<file path="src/rtl/can_bs_pkg.sv">
package can_bs_pkg;

  // Sample-point offset in cycles: period scaled by a percentage, floored.
  function automatic int sp_offset(input int period, input int pct);
    return (period * pct) / 100;
  endfunction

endpackage

</file>
<file path="src/rtl/can_bs_sync.sv">
module can_bs_sync (
  input  logic clk,
  input  logic rst_n,
  input  logic rx_async,
  output logic rx_s,
  output logic fall
);
  // [0] first stage, [1] synchronized level, [2] previous synchronized level
  logic [2:0] sh_q;

  always_ff @(posedge clk or negedge rst_n) begin
    if (!rst_n) sh_q <= '1;
    else        sh_q <= {sh_q[1:0], rx_async};
  end

  assign rx_s = sh_q[1];
  assign fall = sh_q[2] & ~sh_q[1];
endmodule

</file>
<file path="src/rtl/can_bs_rate.sv">
module can_bs_rate #(
  parameter int PER_W    = 12,
  parameter int PCT_W    = 7,
  parameter int DEF_NOM  = 250,
  parameter int DEF_FAST = 125,
  parameter int DEF_PCT  = 70
) (
  input  logic             clk,
  input  logic             rst_n,
  input  logic             active,
  input  logic             go_fast,
  input  logic             go_nominal,
  input  logic             frame_end,
  input  logic [PER_W-1:0] cfg_nom,
  input  logic [PER_W-1:0] cfg_fast,
  input  logic [PCT_W-1:0] cfg_pct,
  output logic             fast_q,
  output logic [PER_W-1:0] cur_period,
  output logic [PER_W-1:0] cur_sp
);
  import can_bs_pkg::*;

  localparam logic [PER_W-1:0] RST_NOM     = PER_W'(DEF_NOM);
  localparam logic [PER_W-1:0] RST_FAST    = PER_W'(DEF_FAST);
  localparam logic [PER_W-1:0] RST_SP_NOM  = PER_W'((DEF_NOM * DEF_PCT) / 100);
  localparam logic [PER_W-1:0] RST_SP_FAST = PER_W'((DEF_FAST * DEF_PCT) / 100);

  logic [PER_W-1:0] nom_q, fper_q, sp_nom_q, sp_fast_q;

  // Configuration is captured only while idle.
  always_ff @(posedge clk or negedge rst_n) begin
    if (!rst_n) begin
      nom_q     <= RST_NOM;
      fper_q    <= RST_FAST;
      sp_nom_q  <= RST_SP_NOM;
      sp_fast_q <= RST_SP_FAST;
    end else if (!active) begin
      nom_q     <= cfg_nom;
      fper_q    <= cfg_fast;
      sp_nom_q  <= PER_W'(sp_offset(int'(cfg_nom), int'(cfg_pct)));
      sp_fast_q <= PER_W'(sp_offset(int'(cfg_fast), int'(cfg_pct)));
    end
  end

  // Rate selection: end of frame has priority over the parser requests.
  always_ff @(posedge clk or negedge rst_n) begin
    if (!rst_n)                 fast_q <= 1'b0;
    else if (frame_end)         fast_q <= 1'b0;
    else if (go_fast && active) fast_q <= 1'b1;
    else if (go_nominal)        fast_q <= 1'b0;
  end

  assign cur_period = fast_q ? fper_q    : nom_q;
  assign cur_sp     = fast_q ? sp_fast_q : sp_nom_q;

  a_r8_cfg_frozen: assert property (@(posedge clk) disable iff (!rst_n)
    active |=> ($stable(nom_q) && $stable(fper_q) && $stable(sp_nom_q)));
  a_r5_fast_switch: assert property (@(posedge clk) disable iff (!rst_n)
    (go_fast && active && !frame_end) |=> fast_q);
  a_r6_revert: assert property (@(posedge clk) disable iff (!rst_n)
    (go_nominal && !go_fast) |=> !fast_q);
  a_r9_idle_no_fast: assert property (@(posedge clk) disable iff (!rst_n)
    (!active && !fast_q) |=> !fast_q);
endmodule

</file>
<file path="src/rtl/can_bs_timer.sv">
module can_bs_timer #(
  parameter int PER_W = 12
) (
  input  logic             clk,
  input  logic             rst_n,
  input  logic             fall,
  input  logic             rx_s,
  input  logic             go_fast,
  input  logic             frame_end,
  input  logic [PER_W-1:0] cur_period,
  input  logic [PER_W-1:0] cur_sp,
  output logic             active,
  output logic             strobe,
  output logic             bit_q
);
  logic [PER_W-1:0] cnt_q;
  logic             at_sp, at_wrap, force_anchor;

  assign at_sp        = active && (cnt_q == cur_sp);
  assign at_wrap      = cnt_q >= (cur_period - PER_W'(1));
  assign force_anchor = go_fast && active;

  always_ff @(posedge clk or negedge rst_n) begin
    if (!rst_n) begin
      active <= 1'b0;
      cnt_q  <= '0;
    end else if (frame_end) begin
      active <= 1'b0;
      cnt_q  <= '0;
    end else if (force_anchor) begin
      cnt_q  <= '0;
    end else if (fall) begin
      active <= 1'b1;
      cnt_q  <= '0;
    end else if (active) begin
      cnt_q  <= at_wrap ? '0 : cnt_q + PER_W'(1);
    end
  end

  always_ff @(posedge clk or negedge rst_n) begin
    if (!rst_n) begin
      strobe <= 1'b0;
      bit_q  <= 1'b1;
    end else begin
      strobe <= at_sp && !frame_end;
      if (at_sp) bit_q <= rx_s;
    end
  end

  a_r4_reanchor: assert property (@(posedge clk) disable iff (!rst_n)
    (fall && !frame_end) |=> (active && cnt_q == '0));
  a_r7_stop: assert property (@(posedge clk) disable iff (!rst_n)
    frame_end |=> (!active && !strobe));
  a_r1_idle_quiet: assert property (@(posedge clk) disable iff (!rst_n)
    !active |=> !strobe);
  a_r3_single_pulse: assert property (@(posedge clk) disable iff (!rst_n)
    strobe |=> !strobe);
endmodule

</file>
<file path="src/rtl/can_bit_sampler.sv">
module can_bit_sampler #(
  parameter int PER_W    = 12,
  parameter int PCT_W    = 7,
  parameter int DEF_NOM  = 250,
  parameter int DEF_FAST = 125,
  parameter int DEF_PCT  = 70
) (
  input  logic             clk,
  input  logic             rst_n,
  input  logic             rx_in,
  input  logic [PER_W-1:0] cfg_nom_period,
  input  logic [PER_W-1:0] cfg_fast_period,
  input  logic [PCT_W-1:0] cfg_sample_pct,
  input  logic             go_fast,
  input  logic             go_nominal,
  input  logic             frame_end,
  output logic             smp_strobe,
  output logic             smp_bit,
  output logic             fast_active
);
  logic             rx_s, fall, active;
  logic [PER_W-1:0] cur_period, cur_sp;

  can_bs_sync u_sync (
    .clk      (clk),
    .rst_n    (rst_n),
    .rx_async (rx_in),
    .rx_s     (rx_s),
    .fall     (fall)
  );

  can_bs_rate #(
    .PER_W(PER_W), .PCT_W(PCT_W),
    .DEF_NOM(DEF_NOM), .DEF_FAST(DEF_FAST), .DEF_PCT(DEF_PCT)
  ) u_rate (
    .clk        (clk),
    .rst_n      (rst_n),
    .active     (active),
    .go_fast    (go_fast),
    .go_nominal (go_nominal),
    .frame_end  (frame_end),
    .cfg_nom    (cfg_nom_period),
    .cfg_fast   (cfg_fast_period),
    .cfg_pct    (cfg_sample_pct),
    .fast_q     (fast_active),
    .cur_period (cur_period),
    .cur_sp     (cur_sp)
  );

  can_bs_timer #(.PER_W(PER_W)) u_timer (
    .clk        (clk),
    .rst_n      (rst_n),
    .fall       (fall),
    .rx_s       (rx_s),
    .go_fast    (go_fast),
    .frame_end  (frame_end),
    .cur_period (cur_period),
    .cur_sp     (cur_sp),
    .active     (active),
    .strobe     (smp_strobe),
    .bit_q      (smp_bit)
  );
endmodule

</file>
<file path="config.mk">
export PLATFORM = sky130hd
export DESIGN_NAME = can_bit_sampler
export DESIGN_NICKNAME = d
export VERILOG_FILES = /design/src/rtl/can_bs_pkg.sv /design/src/rtl/can_bs_sync.sv /design/src/rtl/can_bs_rate.sv /design/src/rtl/can_bs_timer.sv /design/src/rtl/can_bit_sampler.sv
export SDC_FILE = /design/constraint.sdc
export NUM_CORES = 1
export LEC_CHECK = 0
export BUFFER_PORTS_ARGS = -buffer_cell sky130_fd_sc_hd__buf_2
export CAP_MARGIN = 0
export CELL_PAD_IN_SITES_DETAIL_PLACEMENT = 0
export CELL_PAD_IN_SITES_GLOBAL_PLACEMENT = 2
export CORE_MARGIN = 3
export CORE_UTILIZATION = 25
export DETAILED_ROUTE_END_ITERATION = 8
export PLACE_DENSITY = 0.56
export SKIP_CTS_REPAIR_TIMING = 1
export SLEW_MARGIN = 20
export SYNTH_ARGS = -nofsm -noshare
export SYNTH_HDL_FRONTEND = slang
export SYNTH_SLANG_ARGS = --single-unit
</file>
<file path="constraint.sdc">
create_clock -name clk -period 5 [get_ports clk]
set_input_delay 0.5 -clock clk [delete_from_list [all_inputs] [get_ports clk]]
set_output_delay 0.5 -clock clk [all_outputs]
set_load 0.01 [all_outputs]
</file>
# Word-level counts from Yosys, hierarchy flattened

Cells that the tools add are included.

Add/subtract/negate cells: 2
Multipliers: 2
Div/mod/pow operators: 2
$lt $le $gt $ge: 1
Eq/ne operators: 2
Mux-type cells: 13
Bitwise operators: 2
Reduce and logical (&&, ||, !) cells: 8

Operators with widths:

| kind                                                | number |
|---|---|
| two-way mux 12 bit                                  | 7 |
| divider 32 x 8 -> 32 bit (second input constant)    | 2 |
| multiplier 12 x 7 -> 19 bit                         | 2 |
| adder 12 x 1 -> 12 bit (second input constant)      | 1 |
| equality test 12 bit                                | 1 |
| greater-or-equal comparator 12 bit                  | 1 |
| subtractor 12 x 1 -> 12 bit (second input constant) | 1 |
| two-way mux 1 bit                                   | 6 |
| nonzero test 4 bit                                  | 1 |
| logical AND 1 bit                                   | 3 |
| nonzero test 3 bit                                  | 1 |
| inequality test 2 bit (second input constant)       | 1 |
| AND reduction 2 bit                                 | 1 |
| nonzero test 2 bit                                  | 1 |
| bitwise AND 1 bit                                   | 1 |
| logical NOT 1 bit                                   | 1 |
| inverter 1 bit                                      | 1 |

Flip-flop bits (word level): 67
Input port bits: 37
Output and inout port bits: 3
Logic and storage cells: 42

# Depth between registers and ports, before layout

Word-level depth: 8
Depth in mapped cells: 48
Depth with buffers taken out: 41

# Modules after synthesis

From an unflattened synthesis, not the netlist that was laid out.

Cells, all modules: 1866
Area total of the unflattened synthesis: 15309.7 um^2

By module, submodules not included:

| module       | instances | cells an instance | area each (um^2) | seq. area each (um^2) |
|---|---|---|---|---|
| can_bs_rate  | 1         | 1707              | 13838.3          | 1255.0 |
| can_bs_timer | 1         | 155               | 1378.8           | 376.6 |
| can_bs_sync  | 1         | 4                 | 92.6             | 78.8 |

# Least setup slack after synthesis

No wires, ideal clock.

Path type: input to register
Start point: input port cfg_sample_pct[6]
End point: register u_rate.sp_nom_q[0]
Library setup time: 0.079 ns
Arrival time: 11.374 ns
Required time: 4.921 ns
Slack: -6.453 ns
Cell stages on the path: 43
Path buffers: 4
Path through: clkbuf_1 > and2_1 > fa_1 > inv_1 > fa_1 > inv_1 > fa_1 > inv_1 > fa_1 > inv_1 > ha_1 > buf_2 > or3_1 > o21ai_1 > nor2_1 > or3_1 > a211oi_1 > o21ai_2 > [7 not listed] > o41ai_4 > nor2_2 > o311ai_4 > mux2i_1 > o211ai_1 > a221oi_2 > nor3_2 > o31a_1 > buf_4 > or3_1 > a2111o_1 > nand2_2 > nor3_2 > o21a_1 > maj3_2 > xnor2_1 > o211ai_1 > o211a_1

Word-level cells in the longest chain between the ends: 2

RTL lines:

| what                        | line                  | text |
|---|---|---|
| from (decl)                 | can_bit_sampler.sv:13 | `input logic [PCT_W-1:0] cfg_sample_pct,` |
| multiplier 12 x 7 -> 19 bit | can_bs_pkg.sv:5       | `return (period * pct) / 100;` |
| divider 32 x 8 -> 32 bit    | can_bs_pkg.sv:5       |  |
| to (signal assigned)        | can_bs_rate.sv:40     | `sp_nom_q <= PER_W'(sp_offset(int'(cfg_nom), int'(cfg_pct)));` |
| to (decl)                   | can_bs_rate.sv:28     | `logic [PER_W-1:0] nom_q, fper_q, sp_nom_q, sp_fast_q;` |

Every way passes these cells.
A chain may end at the register's enable or synchronous reset.

# Final worst setup path

Ends and elaborated chain as after synthesis.

==> reports/summary.txt <==
Post-Layout Inst Area - 22600 sq um
Largest area contributor in the netlist - fa_1
Worst hold path type - input pin to register
Share of layout cells above drive strength 1 - 0.459
Kind of critical path - input pin to register
Grt total ovfl - 0
CP endpoint kind - register
CTS tree - yes
Final min period - 11.05 ns
Core Region - 56600 sq um
Status - finished with violations
Slowest Stage Delay on Critical Path - 0.58 ns
Primary FF master, synth - dfrtp_1
Post-DRT Antenna Nets - 0
Slew HR - 0.383
Number of maximum-capacitance violations - 0
IO Pins - 40
Final Skew - 0.00963 ns
WP data required - 5.26 ns
Final setup vio count - 24
Mapped Avg Cell Area - 8.10 sq um
Layout area overhead - 57.0%
H-Tree Depth - 3
DRC - 0
Nets - 2592
Clock buffer depth - 2
Fin. Hold Viols - 0
Vias in the first global route - 15082
Count of different cell masters after synthesis - 103
Asr flop ratio synth - 1.00
Synthesized cell area - 14400 sq um
Failing checks - setup timing
Clock transition at path regs - 0.06 ns
Vias - 15309
Initial Util - 0.254
Die H - 246 microns
Worst skew pair latency - 0.34 ns
Max-slew violations - 0
Clk sink count - 67
GRT Total Usage - 0.163
DP HPWL - 41.8 mm
Synthesis warning total - 0
DR pass1 iterations - 5
Num rows - 87
Count of input and output buffers - 39
Register area share after synthesis - 0.119
Post-Synthesis Net Count - 1997
Antenna violations before repair - 6
RSZ-0062 raised after global routing - true
Placed cell area - 20000 sq um
Die X - 246 microns
Cells after synthesis - 1774
Crit path setup slack, layout - -6.05 ns
Filler cells - 5848
DR WL/cell - 16.1 microns
TritonCTS Buffers - 9
Tcrit/Tclk final - 2.21
Die ar. - 60400 sq um
Worst Path Max Fanout - 8
Post-synth top area share - 0.136
Root buf cell - clkbuf_16
Number of synthesized flops with an enable pin - 0
Worst Max-Slew Pin Slew - 0.919 ns
Vias/cell - 4.89
Critical-path top delay cell - fa_1
First-pass GRT wire length - 80.9 mm
Fmax - 90.5 MHz
Final GP Congestion - 0.847
Wirelength, routed - 50.3 mm
Largest cells by area after synthesis - fa_1 14%, ha_1 7.7%, dfrtp_1 7.0%
Setup crit start kind - input pin
CP arrival - 11.31 ns
Largest net degree at the start of global routing - 68
DRT iter0 DRCs - 578
Most used cell, CP - buf_4
Seq cells post-synth - 67
-- synthesized netlist by cell type, types with 27 or more instances --
master	number
a21oi_1	87
and2_1	136
clkbuf_1	43
dfrtp_1	40
dfstp_2	27
fa_1	98
ha_1	88
inv_1	122
mux2_2	43
mux2i_1	43
nand2_1	135
nand3_1	43
nor2_1	112
nor3_1	48
o211ai_1	36
o21ai_0	102
xnor2_1	60
xor2_1	28
-- state kept, by name, summed over array words and instances (netlist names) --
| name | flops |
|---|---|
| u_rate.fast_q | 1 |
| u_rate.sp_fast_q | 12 |
| u_rate.nom_q | 12 |
| u_timer.bit_q | 1 |
| u_timer.strobe | 1 |
| u_rate.sp_nom_q | 12 |
| u_timer.active | 1 |
| u_sync.sh_q | 3 |
| u_timer.cnt_q | 12 |
| u_rate.fper_q | 12 |
-- cells in the final DEF, fill, tap and decap left out, drive strengths merged, types with 12 or more instances in the layout --
master | Yosys | final
dfrtp | 40 | 40
o21ai | 119 | 119
mux2 | 43 | 43
nand2 | 137 | 137
or2 | 13 | 13
nand2b | 20 | 20
o31ai | 12 | 12
or3 | 26 | 26
a31oi | 20 | 20
o211a | 13 | 13
inv | 123 | 123
a21oi | 93 | 93
a21o | 24 | 24
o22ai | 12 | 12
nor3 | 51 | 51
xnor2 | 60 | 60
buf | 23 | 650
nand3 | 43 | 43
and3 | 26 | 26
o211ai | 36 | 36
a211oi | 26 | 26
nor4 | 17 | 17
ha | 88 | 88
nand4 | 20 | 20
dfstp | 27 | 27
mux2i | 43 | 43
o21a | 25 | 25
nor2 | 114 | 114
xor2 | 29 | 29
fa | 98 | 98
and2 | 137 | 137
-- metal layers --
layer / GRT usage / share of wire / up-vias
li1: - / - / 7672
met1: 0.245 / 0.52 / 7448
met2: 0.260 / 0.45 / 165
met3: 0.0164 / 0.021 / 24
met4: 0.0158 / 0.0067 / 0
met5: 0 / 0 / -
-- worst paths after layout --
check | from | end | slack, ns | depth (start not counted)
max in group asynchronous | rst_n | u_rate.sp_fast_q[11]$_DFFE_PN0N_ | 4.05 | 2
min | rx_in | u_sync.sh_q[0]$_DFF_PN1_ | 0.27 | 1
min in group asynchronous | rst_n | u_timer.active$_DFFE_PN0P_ | 0.35 | 2
max | cfg_sample_pct[6] | u_rate.sp_nom_q[0]$_DFFE_PN1N_ | -6.05 | 44
max reg2reg | u_rate.fast_q$_DFFE_PN0P_ | u_timer.cnt_q[10]$_DFFE_PN0P_ | 0.62 | 20
min reg2reg | u_sync.sh_q[0]$_DFF_PN1_ | u_sync.sh_q[1]$_DFF_PN1_ | 0.36 | 0
-- per-stage QoR --
stage | worst slack (ns) | cells | utilization | setup TNS [ns] | hold WS (ns)
2_1_floorplan | -6.08 | 1774 | - | -77.42 | 0.204
4_1_cts | -6.54 | 3062 | 0.358 | -85.91 | 0.259
5_1_grt | -6.40 | 3131 | 0.399 | -84.17 | 0.250
3_3_place_gp | -6.70 | 3046 | 0.353 | -93.33 | 0.352
3_5_place_dp | -6.86 | 3046 | 0.353 | -93.86 | 0.347
6_report | -6.05 | 3133 | 0.399 | -77.14 | 0.271
-- worst max-delay path, delay by kind of cell --
family                   cells  cell delay [ns]
adder cells (fa/ha/maj)      5             2.13
multiplexers                 3             0.77
AND/OR/NAND/NOR             12             3.00
AO/OA/AOI/OAI               17             4.01
buffers and inverters        7             0.87
-- kinds of logic (layout without fill, tap and decap cells) --
group,after synthesis,in the layout,synth area share
other,0,3,0
DFF,67,67,0.119
and+or+nand+nor,630,630,0.228
buffers and inverters,190,790,0.0520
muxes,86,86,0.0636
adders and majority gates,196,196,0.220
xor gates and xnor gates,89,89,0.0547
AOI/OAI and AO/OA,516,516,0.262
-- layout make-up --
cell class | instances | area, sq um | area share
multi-input cells | 1517 | 14100 | 0.624
repair buffers | 650 | 5050 | 0.224
flip-flops and latches | 67 | 1710 | 0.0759
well taps | 756 | 946 | 0.0419
inverters | 124 | 465 | 0.0206
clock buffers | 11 | 233 | 0.0103
clock inverters | 5 | 77.6 | 0.00344
diodes | 3 | 7.51 | 0.000333
Power is not shown: default switching activity piles up to over one toggle a cycle in this logic, so the estimate is an artifact.
